==> src/rtl/irq_reg_pkg.sv <==
package irq_reg_pkg;
  localparam int DATA_W     = 32;
  localparam int SRC_N      = 2 * DATA_W;
  localparam int SRC_W      = $clog2(SRC_N);
  localparam int PRIO_W     = 4;
  localparam int PRIO_WORDS = SRC_N * PRIO_W / DATA_W;
  localparam int PSEL_W     = $clog2(PRIO_WORDS);
  localparam int MASK_W     = 5;
  localparam int ADDR_W     = 10;
  localparam int NVEC_SHIFT = 16;

  localparam logic [MASK_W-1:0] MASK_RESET = '1;
  localparam logic [DATA_W-1:0] CTRL_KEEP  = 32'h0000_007F;
  localparam int ABORT_EN_BIT   = 5;
  localparam int ABORT_FLAG_BIT = 6;
  localparam logic [DATA_W-1:0] MAGIC_VAL = 32'h4;
  localparam logic [DATA_W-1:0] NO_VEC    = '1;

  localparam logic [ADDR_W-1:0] IDX_CTRL    = 10'd0;
  localparam logic [ADDR_W-1:0] IDX_MASK    = 10'd1;
  localparam logic [ADDR_W-1:0] IDX_EN_NUM  = 10'd2;
  localparam logic [ADDR_W-1:0] IDX_DIS_NUM = 10'd3;
  localparam logic [ADDR_W-1:0] IDX_EN_HI   = 10'd4;
  localparam logic [ADDR_W-1:0] IDX_EN_LO   = 10'd5;
  localparam logic [ADDR_W-1:0] IDX_TY_HI   = 10'd6;
  localparam logic [ADDR_W-1:0] IDX_TY_LO   = 10'd7;
  localparam logic [ADDR_W-1:0] IDX_PRIO_LO = 10'd8;
  localparam logic [ADDR_W-1:0] IDX_PRIO_HI = IDX_PRIO_LO + ADDR_W'(PRIO_WORDS - 1);
  localparam logic [ADDR_W-1:0] IDX_NVEC    = 10'd16;
  localparam logic [ADDR_W-1:0] IDX_FVEC    = 10'd17;
  localparam logic [ADDR_W-1:0] IDX_SRC_HI  = 10'd18;
  localparam logic [ADDR_W-1:0] IDX_SRC_LO  = 10'd19;
  localparam logic [ADDR_W-1:0] IDX_FRC_HI  = 10'd20;
  localparam logic [ADDR_W-1:0] IDX_FRC_LO  = 10'd21;
  localparam logic [ADDR_W-1:0] IDX_NRM_HI  = 10'd22;
  localparam logic [ADDR_W-1:0] IDX_NRM_LO  = 10'd23;
  localparam logic [ADDR_W-1:0] IDX_FST_HI  = 10'd24;
  localparam logic [ADDR_W-1:0] IDX_FST_LO  = 10'd25;
  localparam logic [ADDR_W-1:0] IDX_MAGIC   = 10'd64;

  typedef enum logic [4:0] {
    RD_ZERO, RD_CTRL, RD_MASK, RD_EN_HI, RD_EN_LO, RD_TY_HI, RD_TY_LO,
    RD_PRIO, RD_NVEC, RD_FVEC, RD_PEND_HI, RD_PEND_LO, RD_NRM_HI,
    RD_NRM_LO, RD_FST_HI, RD_FST_LO, RD_MAGIC
  } rdSel_e;

  typedef struct packed {
    logic              wrCtrl;
    logic              wrMask;
    logic              wrEnNum;
    logic              wrDisNum;
    logic              wrEnHi;
    logic              wrEnLo;
    logic              wrTyHi;
    logic              wrTyLo;
    logic              wrPrio;
    logic              wrFrcHi;
    logic              wrFrcLo;
    logic              rdReq;
    logic              rdNvec;
    logic              rdFvec;
    logic [PSEL_W-1:0] prioSel;
    rdSel_e            rdSel;
  } strobe_t;
endpackage

==> src/rtl/irq_reg_decode.sv <==
module irq_reg_decode
  import irq_reg_pkg::*;
(
  input  logic              clk,
  input  logic              rstN,
  input  logic              busValid,
  input  logic              busWrite,
  input  logic [ADDR_W-1:0] busAddr,
  output strobe_t           st
);
  logic isWr, isRd, inPrio;

  assign isWr   = busValid && busWrite;
  assign isRd   = busValid && !busWrite;
  assign inPrio = (busAddr >= IDX_PRIO_LO) && (busAddr <= IDX_PRIO_HI);

  always_comb begin
    st         = '0;
    st.rdSel   = RD_ZERO;
    st.rdReq   = isRd;
    // reversed order: the highest index selects word 0
    st.prioSel = PSEL_W'(IDX_PRIO_HI - busAddr);
    if (inPrio) begin
      st.wrPrio = isWr;
      st.rdSel  = RD_PRIO;
    end else begin
      case (busAddr)
        IDX_CTRL:    begin st.wrCtrl  = isWr; st.rdSel = RD_CTRL;   end
        IDX_MASK:    begin st.wrMask  = isWr; st.rdSel = RD_MASK;   end
        IDX_EN_NUM:  st.wrEnNum  = isWr;
        IDX_DIS_NUM: st.wrDisNum = isWr;
        IDX_EN_HI:   begin st.wrEnHi  = isWr; st.rdSel = RD_EN_HI;  end
        IDX_EN_LO:   begin st.wrEnLo  = isWr; st.rdSel = RD_EN_LO;  end
        IDX_TY_HI:   begin st.wrTyHi  = isWr; st.rdSel = RD_TY_HI;  end
        IDX_TY_LO:   begin st.wrTyLo  = isWr; st.rdSel = RD_TY_LO;  end
        IDX_NVEC:    begin st.rdNvec  = isRd; st.rdSel = RD_NVEC;   end
        IDX_FVEC:    begin st.rdFvec  = isRd; st.rdSel = RD_FVEC;   end
        IDX_SRC_HI:  st.rdSel = RD_PEND_HI;
        IDX_SRC_LO:  st.rdSel = RD_PEND_LO;
        IDX_FRC_HI:  st.wrFrcHi = isWr;
        IDX_FRC_LO:  st.wrFrcLo = isWr;
        IDX_NRM_HI:  st.rdSel = RD_NRM_HI;
        IDX_NRM_LO:  st.rdSel = RD_NRM_LO;
        IDX_FST_HI:  st.rdSel = RD_FST_HI;
        IDX_FST_LO:  st.rdSel = RD_FST_LO;
        IDX_MAGIC:   st.rdSel = RD_MAGIC;
        default:     st.rdSel = RD_ZERO;
      endcase
    end
  end

  // one bus operation never produces two state-changing strobes
  p_single_write_r8: assert property (@(posedge clk) disable iff (!rstN)
    $onehot0({st.wrCtrl, st.wrMask, st.wrEnNum, st.wrDisNum, st.wrEnHi, st.wrEnLo,
              st.wrTyHi, st.wrTyLo, st.wrPrio, st.wrFrcHi, st.wrFrcLo,
              st.rdNvec, st.rdFvec}));
endmodule

==> src/rtl/irq_reg_state.sv <==
module irq_reg_state
  import irq_reg_pkg::*;
(
  input  logic                         clk,
  input  logic                         rstN,
  input  strobe_t                      st,
  input  logic [DATA_W-1:0]            wdata,
  input  logic [SRC_N-1:0]             irqIn,
  input  logic                         nvecValid,
  input  logic [SRC_W-1:0]             nvecSrc,
  input  logic [PRIO_W-1:0]            nvecPrio,
  input  logic                         fvecValid,
  input  logic [SRC_W-1:0]             fvecSrc,
  output logic [DATA_W-1:0]            rdData,
  output logic [SRC_N-1:0]             pendingVec,
  output logic [SRC_N-1:0]             enableVec,
  output logic [SRC_N-1:0]             typeVec,
  output logic [PRIO_WORDS*DATA_W-1:0] prioFlat,
  output logic [MASK_W-1:0]            maskLevel,
  output logic [DATA_W-1:0]            ctrlWord
);
  logic [SRC_N-1:0]  pendQ, pendNext, irqPrevQ, enQ, enNext, tyQ, tyNext;
  logic [SRC_N-1:0]  normView, fastView;
  logic [DATA_W-1:0] ctrlQ, ctrlNext, rdNext, nvecWord, fvecWord;
  logic [MASK_W-1:0] maskQ;
  logic [DATA_W-1:0] prioQ [PRIO_WORDS];

  always_comb begin
    pendNext = (pendQ | (irqIn & ~irqPrevQ)) & ~(~irqIn & irqPrevQ);
    if (st.wrFrcHi) pendNext[SRC_N-1:DATA_W] = wdata;
    if (st.wrFrcLo) pendNext[DATA_W-1:0]     = wdata;
    if (st.rdNvec && nvecValid) pendNext[nvecSrc] = 1'b0;
    if (st.rdFvec && fvecValid) pendNext[fvecSrc] = 1'b0;
  end

  always_comb begin
    enNext = enQ;
    if (st.wrEnNum)  enNext[wdata[SRC_W-1:0]] = 1'b1;
    if (st.wrDisNum) enNext[wdata[SRC_W-1:0]] = 1'b0;
    if (st.wrEnHi)   enNext[SRC_N-1:DATA_W]   = wdata;
    if (st.wrEnLo)   enNext[DATA_W-1:0]       = wdata;
    tyNext = tyQ;
    if (st.wrTyHi)   tyNext[SRC_N-1:DATA_W]   = wdata;
    if (st.wrTyLo)   tyNext[DATA_W-1:0]       = wdata;
    ctrlNext = wdata & CTRL_KEEP;
    if (ctrlNext[ABORT_EN_BIT] && wdata[ABORT_FLAG_BIT]) ctrlNext[ABORT_FLAG_BIT] = 1'b0;
  end

  always_ff @(posedge clk or negedge rstN) begin
    if (!rstN) begin
      pendQ    <= '0;
      irqPrevQ <= '0;
      enQ      <= '0;
      tyQ      <= '0;
      ctrlQ    <= '0;
      maskQ    <= MASK_RESET;
    end else begin
      pendQ    <= pendNext;
      irqPrevQ <= irqIn;
      enQ      <= enNext;
      tyQ      <= tyNext;
      if (st.wrCtrl) ctrlQ <= ctrlNext;
      if (st.wrMask) maskQ <= wdata[MASK_W-1:0];
    end
  end

  for (genvar w = 0; w < PRIO_WORDS; w++) begin : g_prio
    always_ff @(posedge clk or negedge rstN) begin
      if (!rstN) prioQ[w] <= '0;
      else if (st.wrPrio && st.prioSel == PSEL_W'(w)) prioQ[w] <= wdata;
    end
    assign prioFlat[w*DATA_W +: DATA_W] = prioQ[w];
  end

  assign normView = pendQ & enQ & ~tyQ;
  assign fastView = pendQ & enQ & tyQ;
  assign nvecWord = nvecValid ? ((DATA_W'(nvecSrc) << NVEC_SHIFT) | DATA_W'(nvecPrio)) : NO_VEC;
  assign fvecWord = fvecValid ? DATA_W'(fvecSrc) : NO_VEC;

  always_comb begin
    case (st.rdSel)
      RD_CTRL:    rdNext = ctrlQ;
      RD_MASK:    rdNext = DATA_W'(maskQ);
      RD_EN_HI:   rdNext = enQ[SRC_N-1:DATA_W];
      RD_EN_LO:   rdNext = enQ[DATA_W-1:0];
      RD_TY_HI:   rdNext = tyQ[SRC_N-1:DATA_W];
      RD_TY_LO:   rdNext = tyQ[DATA_W-1:0];
      RD_PRIO:    rdNext = prioQ[st.prioSel];
      RD_NVEC:    rdNext = nvecWord;
      RD_FVEC:    rdNext = fvecWord;
      RD_PEND_HI: rdNext = pendQ[SRC_N-1:DATA_W];
      RD_PEND_LO: rdNext = pendQ[DATA_W-1:0];
      RD_NRM_HI:  rdNext = normView[SRC_N-1:DATA_W];
      RD_NRM_LO:  rdNext = normView[DATA_W-1:0];
      RD_FST_HI:  rdNext = fastView[SRC_N-1:DATA_W];
      RD_FST_LO:  rdNext = fastView[DATA_W-1:0];
      RD_MAGIC:   rdNext = MAGIC_VAL;
      default:    rdNext = '0;
    endcase
  end

  always_ff @(posedge clk or negedge rstN) begin
    if (!rstN)         rdData <= '0;
    else if (st.rdReq) rdData <= rdNext;
  end

  assign pendingVec = pendQ;
  assign enableVec  = enQ;
  assign typeVec    = tyQ;
  assign maskLevel  = maskQ;
  assign ctrlWord   = ctrlQ;

  p_rd_hold_r14: assert property (@(posedge clk) disable iff (!rstN)
    !st.rdReq |=> $stable(rdData));
  p_mask_hold_r2: assert property (@(posedge clk) disable iff (!rstN)
    !st.wrMask |=> $stable(maskLevel));
  p_en_hold_r3: assert property (@(posedge clk) disable iff (!rstN)
    !(st.wrEnNum || st.wrDisNum || st.wrEnHi || st.wrEnLo) |=> $stable(enableVec));
  p_type_hold_r4: assert property (@(posedge clk) disable iff (!rstN)
    !(st.wrTyHi || st.wrTyLo) |=> $stable(typeVec));
  p_nvec_clear_r13: assert property (@(posedge clk) disable iff (!rstN)
    (st.rdNvec && nvecValid) |=> !pendingVec[$past(nvecSrc)]);
  p_fvec_clear_r12: assert property (@(posedge clk) disable iff (!rstN)
    (st.rdFvec && fvecValid) |=> !pendingVec[$past(fvecSrc)]);
  p_pend_hold_r10: assert property (@(posedge clk) disable iff (!rstN)
    (!st.wrFrcHi && !st.wrFrcLo && !st.rdNvec && !st.rdFvec && irqIn == irqPrevQ)
      |=> $stable(pendingVec));
  p_abort_w1c_r9: assert property (@(posedge clk) disable iff (!rstN)
    (st.wrCtrl && wdata[ABORT_EN_BIT]) |=> !ctrlWord[ABORT_FLAG_BIT]);
endmodule

==> src/rtl/irq_reg_bank.sv <==
module irq_reg_bank
  import irq_reg_pkg::*;
(
  input  logic                         clk,
  input  logic                         rstN,
  input  logic                         busValid,
  input  logic                         busWrite,
  input  logic [ADDR_W-1:0]            busAddr,
  input  logic [DATA_W-1:0]            busWdata,
  output logic [DATA_W-1:0]            busRdata,
  input  logic [SRC_N-1:0]             irqIn,
  input  logic                         nvecValid,
  input  logic [SRC_W-1:0]             nvecSrc,
  input  logic [PRIO_W-1:0]            nvecPrio,
  input  logic                         fvecValid,
  input  logic [SRC_W-1:0]             fvecSrc,
  output logic [SRC_N-1:0]             pendingVec,
  output logic [SRC_N-1:0]             enableVec,
  output logic [SRC_N-1:0]             typeVec,
  output logic [PRIO_WORDS*DATA_W-1:0] prioFlat,
  output logic [MASK_W-1:0]            maskLevel,
  output logic [DATA_W-1:0]            ctrlWord
);
  strobe_t st;

  irq_reg_decode u_decode (
    .clk(clk), .rstN(rstN), .busValid(busValid), .busWrite(busWrite),
    .busAddr(busAddr), .st(st)
  );

  irq_reg_state u_state (
    .clk(clk), .rstN(rstN), .st(st), .wdata(busWdata), .irqIn(irqIn),
    .nvecValid(nvecValid), .nvecSrc(nvecSrc), .nvecPrio(nvecPrio),
    .fvecValid(fvecValid), .fvecSrc(fvecSrc), .rdData(busRdata),
    .pendingVec(pendingVec), .enableVec(enableVec), .typeVec(typeVec),
    .prioFlat(prioFlat), .maskLevel(maskLevel), .ctrlWord(ctrlWord)
  );
endmodule

==> config.mk <==
export PLATFORM = sky130hd
export DESIGN_NAME = irq_reg_bank
export DESIGN_NICKNAME = d
export VERILOG_FILES = /design/src/rtl/irq_reg_pkg.sv /design/src/rtl/irq_reg_decode.sv /design/src/rtl/irq_reg_state.sv /design/src/rtl/irq_reg_bank.sv
export SDC_FILE = /design/constraint.sdc
export NUM_CORES = 1
export LEC_CHECK = 0
export ABC_AREA = 1
export BUFFER_PORTS_ARGS = -buffer_cell sky130_fd_sc_hd__buf_2
export CORE_AREA = 5 5 251 253
export DETAILED_ROUTE_END_ITERATION = 12
export DIE_AREA = 0 0 256 258
export HOLD_SLACK_MARGIN = 0.12
export PLACE_DENSITY_LB_ADDON = 0.15
export SYNTH_ARGS = -nofsm -noshare
export SYNTH_HDL_FRONTEND = slang
export SYNTH_SLANG_ARGS = --single-unit
==> constraint.sdc <==
create_clock -name clk -period 1.4 [get_ports clk]
set_input_delay 0 -clock clk [delete_from_list [all_inputs] [get_ports clk]]
set_output_delay 0 -clock clk [all_outputs]
set_load 0.02 [all_outputs]
Yosys cells after proc, flatten, opt, wreduce, memory -nomap -nowiden
Index checks and enable logic that the tools add are counted.
Word-level totals
  flip-flop bits (word level): 556
  bits of input ports: 128
  word-level logic and storage cells: 146
Cells by class
  $add $sub $neg: 1
  $lt $le $gt $ge: 9
  equality and inequality tests: 41
  multiplexer cells: 39
  bitwise gates (word level): 20
  reductions and logical operators: 20
Operator list (count)
  64-bit AND: 9
  32-bit one-hot mux with 16 select lines: 1
  64-bit NOT: 7
  32-bit two-way mux: 8
  64-bit two-way mux: 4
  64-bit OR: 2
  10-bit by 5-bit == test with 1-bit output (second input constant): 10
  32-bit binary-select mux with 3-bit select: 1
  5-bit one-hot mux with 15 select lines: 1
  10-bit by 3-bit == test with 1-bit output (second input constant): 4
  5-bit by 4-bit == test with 1-bit output (second input constant): 8
  22-bit by 4-bit OR with 22-bit output: 1
  6-bit by 7-bit < comparator with 1-bit output (second input constant): 3
  10-bit by 2-bit == test with 1-bit output (second input constant): 2
  5-bit by 3-bit == test with 1-bit output (second input constant): 4
  1-bit demux with 6-bit select: 3
  6-bit by 1-bit greater-or-equal comparator with 1-bit output (second input constant): 3
  1-bit logical AND: 17
  1-bit two-way mux: 17
  3-bit == test (second input constant): 4
  10-bit by 1-bit == test with 1-bit output (second input constant): 1
  10-bit by 7-bit == test with 1-bit output (second input constant): 1
  5-bit by 2-bit == test with 1-bit output (second input constant): 2
  10-bit by 4-bit greater-or-equal comparator with 1-bit output (second input constant): 1
  14 further kinds: 16

Logic depth before layout (Yosys ltp)
Gate-level depths: netlist (run 1).
  word-level depth: 9
  mapped depth: 15
  mapped depth without buffers: 12

By module
Synthesis (run 1) repeated with hierarchy kept, for this count alone.
Second synthesis, totals
  cells, all modules: 3876
  area total of the unflattened synthesis: 28688.8 um2
By module, submodules not included
  irq_reg_state: times used 1, cells an instance 3789, area an instance 28244.6 um2
  irq_reg_decode: times used 1, cells an instance 87, area an instance 444.2 um2

Worst setup path after synthesis (run 1)
Ideal clock, no wire load.
  kind: input -> register
  from: input port busAddr[5]
  to: register u_state.prioQ, in the netlist u_state.prioFlat[24]
  library setup time: 127 ps
  data arrival time: 1260 ps
  required time: 1273 ps
  setup slack: 14 ps
  cell stages on the path: 11
  buffers on the path: 1
  path through: nor2_2 > nand2_2 > inv_2 > nand2_4 > nor2_8 > inv_2 > nor2_8 > nand4_4 > buf_6 > nand2_1 > o21ai_2
On the way
  word-level cells in the longest chain between the ends: 4
  elaborated cells between the ends (all ways): 5
  classes of those cells: 2 x order compare; 1 x mux; 2 x reduce/logical
Ends and longest elaborated chain
  start, declared: line irq_reg_bank.sv:8  | input logic [ADDR_W-1:0] busAddr,
  10-bit by 4-bit greater-or-equal comparator with 1-bit output or 10-bit by 4-bit <= comparator with 1-bit output (tied branches): line irq_reg_decode.sv:15  | assign inPrio = (busAddr >= IDX_PRIO_LO) && (busAddr <= IDX_PRIO_HI);
  1-bit logical AND (*): line irq_reg_decode.sv:15
  1-bit two-way mux (*): line irq_reg_decode.sv:23  | if (inPrio) begin
  1-bit logical AND (*): line irq_reg_state.sv:70  | else if (st.wrPrio && st.prioSel == PSEL_W'(w)) prioQ[w] <= wdata;
  end signal, assigned by index: line irq_reg_state.sv:70
  end, declared: line irq_reg_state.sv:26  | logic [DATA_W-1:0] prioQ [PRIO_WORDS];
Mark *: on every way between the ends. The rest lies on a longest branch, timed or not.
A chain may end at the register's enable or synchronous reset.

Worst setup path after layout (run 1)
  from: register u_state.prioQ, in the netlist u_state.prioFlat[7]
  to: register u_state.rdData[7]
On the way
  word-level cells in the longest chain between the ends: 4
Ends and longest elaborated chain
  32-bit binary-select mux with 3-bit select: line irq_reg_state.sv:88  | RD_PRIO: rdNext = prioQ[st.prioSel];
  32-bit two-way mux (implied by the code) (2 in a row): line irq_reg_state.sv:88
  32-bit one-hot mux with 16 select lines: line irq_reg_state.sv:81  | case (st.rdSel)
  end signal, assigned: line irq_reg_state.sv:104  | else if (st.rdReq) rdData <= rdNext;
  end, declared: line irq_reg_state.sv:14  | output logic [DATA_W-1:0] rdData,
Every way passes these cells. The select of a mux whose other input is x is not followed.

==> results.yml, run 1 <==
logic_synthesis:
  synth_top_area_share_pct: 44.5
  synth_edf_count: 0
  async_reset_ff_share_pct: 100
  synth-seq-cells: 556
  yosys_most_used_dff: "dfrtp_1"
  netlist_top_cells_count: "nand2_1 (1439), dfrtp_1 (551), inv_1 (503)"
  netlist_area_sq_mm: 0.0310
  yosys-top-cells-area: "dfrtp_1 (45%), nand2_1 (17%), o21ai_0 (7.2%)"
  synth_top_cell_by_area: "dfrtp_1"
  yosysMostFrequentCell: "nand2_1"
  synth_cell_types: 41
  ys_seq_area_share_pct: 44.9
  syn_area_per_cell_sq_um: 7.27
  ys.warnings.count: 0
  synthCells: 4262
clocking:
  clk_latency_ns: 0.61
  numCtsBuffers: 66
  clockBufferDepth: 3
  clock_sinks: 556
  root_buffer: "clkbuf_16"
  cts_tree: "built"
  htree_levels: 3
  path_clk_slew_ns: 0.06
worst_setup_path:
  worst-path-buf-inv: 1
  crit_path_frequent_cell: "nand2_1"
  crit_type: "flop to flop"
  startpoint_type: "flop"
  crit_chain: "inv_1, nand2_1, nand2_1, nand2_1, nand2_1, nand2_1, nand3_2, nand3_2, nor2_2, nand2_1, nand2_1, nand2_1"
  critPathSlowestCell: "dfrtp_1"
  slowest_delay_ns: 0.38
  crit_path_max_fanout: 2
  cp.arrival_ns: 1.92
  cp_top_family: "simple AND/OR/NAND/NOR gates"
  required_ns: 1.90
  end_kind: "flop"
die:
  coreArea_sq_mm: 0.0608
  die_w_um: 256
  fp-row-count: 91
  die_area_sq_mm: 0.0660
  die_h_um: 258
  io-pin-count: 645
  start_util_pct: 51.0
place:
  hpwlAfterDp_mm: 103
  placed_cell_area_sq_mm: 0.0393
  pre_cts_ws_ns: -0.448
  portBuffers: 619
  gp_congestion: 1.03
  post-place-cells: 5978
finish:
  nFillCells: 4792
  syn_to_final_growth_pct: 42.4
  final_cells: 6313
  drive_above_1_share_pct: 28.4
  nets: 5596
  final_cell_area_sq_mm: 0.0441
timing:
  fin_ws_ns: -0.0184
  worst_pin_slew_ns: 0.538
  post-route-min-period_ns: 1.42
  holdWs_ns: 0.154
  max_freq_mhz: 705
  finalSetupViolCount: 8
  rsz0062_at_grt: "true"
  finalHoldViolCount: 0
  drv_slew: 0
  fin_crit_sh_pct: 101
  max_slew_margin_pct: 64.1
  fin_skew_ns: 0.0256
power_and_ir_drop:
  p_sw_mw: 11.3
  power_mw: 40.7
  clkPwrFrac_pct: 44.5
  p_comb_share_pct: 13.6
  internal_power_mw: 29.4
  ir_worst_vdd_mv: 0.945
  swShare_pct: 27.7
  powerDensity_mw_per_mm2: 922
  p_leak_nw: 23.4
  pwr-share-seq_pct: 41.9
detailed_routing:
  routedWlPerCell_um: 22.9
  drt.antenna.violating_nets: 0
  wirelength_mm: 145
  vias: 36200
  drc: 0
  drt_iter0_drc: 4439
  viasPerCell: 5.73
  drt_pass1_iterations: 7
grt:
  grt_max_degree: 66
  grt_pass1_wl_mm: 213
  gr-total-overflow: 0
  track_usage_pct: 41.8
  antenna_found_initial: 9
  grt_pass1_vias: 34400
min_path:
  hp-class: "primary input to flop"
outcome:
  violations: "setup timing"
  outcome: "complete, but fails checks"
flow_run:
  maxCapViolations: 0
==> cell usage in the layout (no fill, tap or decap), types with 43 or more instances in the layout <==
master / Yosys / routed
nand2_1: 1439 / 1400
buf_2: 65 / 614
dfrtp_1: 551 / 539
buf_4: 32 / 511
inv_1: 503 / 501
o21ai_0: 444 / 441
dlygate4sd3_1: 0 / 185
nand3_1: 213 / 165
nand4_1: 146 / 146
nor2_1: 159 / 140
o21ai_1: 109 / 112
buf_12: 0 / 91
clkbuf_16: 0 / 69
o211ai_1: 66 / 66
maj3_1: 64 / 62
nor3_1: 60 / 52
a21oi_1: 51 / 50
nand2_2: 4 / 43
==> cell families after synthesis <==
group | Yosys count | share of synthesized area (%)
buf+inv | 808 | 10.6
other cells | 1 | 0.0121
compound gates | 740 | 13.5
fa+ha+maj | 64 | 2.07
flops | 556 | 44.9
simple gates | 2093 | 28.9
==> state kept, by name (all words and copies together) (netlist names) <==
name and flops:
u_state.ctrlWord 7, u_state.enableVec 64, u_state.irqPrevQ 64, u_state.maskLevel 5
u_state.pendingVec 64, u_state.prioFlat 256, u_state.rdData 32, u_state.typeVec 64
==> per-stage QoR <==
stage / util (%) / TNS [ns]
after floorplan: - / 0
after global placement: 64.6 / -92.71
after detailed placement: 64.6 / -103.20
after CTS: 71.5 / -0.000396
after global routing: 72.6 / -2.82
final: 72.6 / -0.0772
==> path summary, 6_finish.rpt <==
check	start	slack, ns	cells past startpoint	end
worst min-delay path	busValid	0.15	7	u_state.maskLevel[4]
min in group asynchronous	rstN	0.64	4	u_state.prioFlat[168]
max in group asynchronous	rstN	0.26	4	u_state.prioFlat[130]
worst max register to register	u_state.prioFlat[7]	-0.02	12	u_state.rdData[7]
worst max-delay path	u_state.prioFlat[7]	-0.02	12	u_state.rdData[7]
worst min register to register	u_state.rdData[9]	0.48	2	u_state.rdData[9]
==> power by group through the flow <==
stage	combinational, mW	clock [mW]	sequential [mW]
CTS	5.28	18.1	17.0
global placement	4.76	0	17.2
finish	5.54	18.1	17.0
detailed placement	4.81	0	17.2
global route	5.93	18.8	17.0
floorplan	2.02	0	17.4
==> area by class of cell <==
| cell class | count | area (sq um) | share of cell area, % |
|---|---|---|---|
| sequential | 556 | 13900 | 31.6 |
| antenna | 7 | 17.5 | 0.0397 |
| inverter | 517 | 1950 | 4.41 |
| multi-input combinational | 2922 | 14400 | 32.6 |
| timing repair buffer | 1405 | 10600 | 24.1 |
| tap | 790 | 988 | 2.24 |
| clock inverter | 21 | 293 | 0.664 |
| clock buffer | 95 | 1930 | 4.38 |
==> timing repair <==
action,4_1_cts,5_1_grt
hold buffers,186,0
buffers inserted,2,25
pin swaps,4,66
setup endpoints to repair,19,69
cloned,0,0
hold endpoints to repair,1081,0
gates resized for setup,21,121
==> layer usage <==
| metal | GRT usage [%] | share of wire, % |
|---|---|---|
| met1 | 55.0 | 37 |
| met2 | 63.7 | 44 |
| met3 | 10.8 | 13 |
| met4 | 23.0 | 6.7 |
| met5 | 0 | 0.016 |
==> worst reg2reg max path, stage by stage (launching register included) <==
cell,delay [ns]
dfrtp_1,0.38
inv_1,0.06
nand2_1,0.05
nand2_1,0.08
nand2_1,0.09
nand2_1,0.08
nand2_1,0.06
nand3_2,0.15
nand3_2,0.08
nor2_2,0.12
nand2_1,0.06
nand2_1,0.06
nand2_1,0.05
(Power assumes the default switching activity.)
==> inputs of run 2 (changes only) <==
- GPL_TIMING_DRIVEN: default -> 0
- MAX_ROUTING_LAYER: default -> met4
==> run 2 against run 1 <==
The run ends with hold timing, setup timing left. Clock-buffer cell count did not move. Clock power fell by 5%. Global-route usage rose by 3.2 points. Combinational power fell by 6.0%. Die area did not move. Critical path depth did not move. Fmax fell by 14%. Total power fell by 2.8%. Sequential share of layout area rose by 1.4 points. Cell area fell by 3.9%. Largest cell class unchanged. Largest power group unchanged.
==> results.yml, run 2 (synthesis results as in run 1) <==
outcome:
  outcome: "complete, but fails checks"
  violations: "hold timing, setup timing"
finish:
  layout_common_cells: "nand2_1 (1356), buf_2 (670), dfrtp_1 (507)"
  largest_reg_flops: 256
  final_common_cell: "nand2_1"
  syn_to_final_growth_pct: 36.8
  nets: 5506
  drive_above_1_share_pct: 26.6
clocking:
  clk_latency_ns: 0.66
  cts_tree: "built"
  clock_sinks: 556
  clockBufferDepth: 3
  root_buffer: "clkbuf_16"
  htree_levels: 2
  path_clk_slew_ns: 0.06
  numCtsBuffers: 60
grt:
  track_usage_pct: 45.0
  antenna_found_initial: 5
  grt_pass1_wl_mm: 220
  gr-total-overflow: 0
  grt_pass1_vias: 34000
  grt_max_degree: 122
detailed_routing:
  drc: 0
  drt_iter0_drc: 4337
  drt_pass1_iterations: 6
  drt.antenna.violating_nets: 0
  viasPerCell: 5.79
  routedWlPerCell_um: 24.6
  wirelength_mm: 153
  vias: 36000
timing:
  holdWs_ns: -0.748
  rsz0062_at_grt: "true"
  finalHoldViolCount: 345
  finalSetupViolCount: 57
  drv_slew: 0
  max_slew_margin_pct: 8.65
  post-route-min-period_ns: 1.65
  worst_pin_slew_ns: 1.36
  fin_ws_ns: -0.246
  fin_skew_ns: 0.0253
  fin_crit_sh_pct: 118
  max_freq_mhz: 607
worst_setup_path:
  crit_path_max_fanout: 2
  critPathSlowestCell: "dfrtp_1"
  crit_chain: "inv_1, nand2_1, nand2_2, nand2_1, nand2_1, nand2_1, nand3_2, nand3_2, nor2_2, nand2_1, nand2_2, nand2_1"
  crit_path_frequent_cell: "nand2_1"
  cp_top_family: "simple AND/OR/NAND/NOR gates"
  required_ns: 1.93
  crit_type: "flop to flop"
  slowest_delay_ns: 0.40
  worst-path-buf-inv: 1
  cp.arrival_ns: 2.18
  startpoint_type: "flop"
  end_kind: "flop"
place:
  portBuffers: 617
  hpwlAfterDp_mm: 114
  gp_congestion: 1.06
  pre_cts_ws_ns: -1.84
power_and_ir_drop:
  p_comb_share_pct: 13.2
  p_leak_nw: 22.0
  ir_worst_vdd_mv: 0.961
  p_sw_mw: 11.3
  internal_power_mw: 28.2
  power_mw: 39.5
  powerDensity_mw_per_mm2: 932
  swShare_pct: 28.6
  clkPwrFrac_pct: 43.6
  pwr-share-seq_pct: 43.2
die:
  coreArea_sq_mm: 0.0608
  die_h_um: 258
  fp-row-count: 91
  start_util_pct: 51.0
  io-pin-count: 645
  die_area_sq_mm: 0.0660
  die_w_um: 256
flow_run:
  maxCapViolations: 0
min_path:
  hp-class: "primary input to async pin"
run 2: changes by cell type in the layout (fill, tap and decap cells not counted), moves of 18 or more:
cell	before	now
buf_4	511	225
clkbuf_1	15	133
dlygate4sd3_1	185	203
nand2_1	1400	1356
dfrtp_1	539	507
buf_6	1	31
nor2_4	11	31
buf_2	614	670
buf_12	91	10
dfrtp_2	12	44
clkbuf_2	0	33
nand2_2	43	85
run 2: power by group through the flow:
stage / Clock (mW) / Sequential (mW) / Combinational, mW
floorplan: 0 / 17.4 / 2.02
global placement: 0 / 17.3 / 4.18
detailed placement: 0 / 17.3 / 4.28
CTS: 17.1 / 17.0 / 4.87
global route: 17.8 / 17.1 / 5.59
finish: 17.2 / 17.1 / 5.21
run 2: worst reg2reg max path: cells and delay by family, from the launching register on:
kind                   cells  cell delay [ns]
AND/OR/NAND/NOR           11             1.04
flip-flops                 1             0.40
buffers and inverters      1             0.07
run 2: final cells by class:
cell class	count	area, sq um
Fill cell	5120	18400
Clock inverter	15	239
Inverter	517	1950
Antenna cell	5	12.5
Tap cell	790	988
Buffer	290	1430
Sequential cell	556	14000
Clock buffer	95	1860
Timing Repair Buffer	1029	7060
Multi-Input combinational cell	2924	14900
run 2: metal layers:
metal	GRT usage, %	share of wire, %	vias up
met1	55.8	36	17100
met4	22.3	7.0	0
met2	71.1	45	2420
met5	-	0	-
met3	8.96	11	592
li1	-	-	15900
run 2: repair_timing:
item,CTS,global route
hold buffers,196,8
cloned,0,2
endpoints found under the setup margin,187,455
pin swaps,91,145
gates resized for setup,166,283
hold endpoints to repair,651,400
buffers inserted,119,83
run 2: path summary, 6_finish.rpt:
path / start / to / slack [ns] / cells past startpoint
max reg2reg: u_state.prioFlat[179] / u_state.rdData[19] / -0.25 / 12
max in group asynchronous: rstN / u_state.enableVec[52] / 0.38 / 4
max: u_state.prioFlat[179] / u_state.rdData[19] / -0.25 / 12
min reg2reg: u_state.rdData[9] / u_state.rdData[9] / 0.47 / 2
min: rstN / u_state.prioFlat[8] / -0.75 / 1
min in group clk: busWdata[3] / u_state.enableVec[19] / -0.09 / 5
run 2: metrics by stage:
| step | std cells | hold WS, ns | util, % | area, sq um | setup TNS (ns) |
|---|---|---|---|---|---|
| final | 6221 | -0.748 | 69.7 | 42400 | -3.88 |
| after floorplan | 4286 | -0.296 | - | 31100 | 0 |
| after CTS | 6123 | -0.737 | 67.3 | 40900 | -1.55 |
| after global placement | 5693 | 0.124 | 57.8 | 35100 | -6695.56 |
| after global routing | 6220 | -0.723 | 69.7 | 42400 | -6.47 |
| after detailed placement | 5698 | -0.0517 | 58.1 | 35400 | -421.75 |
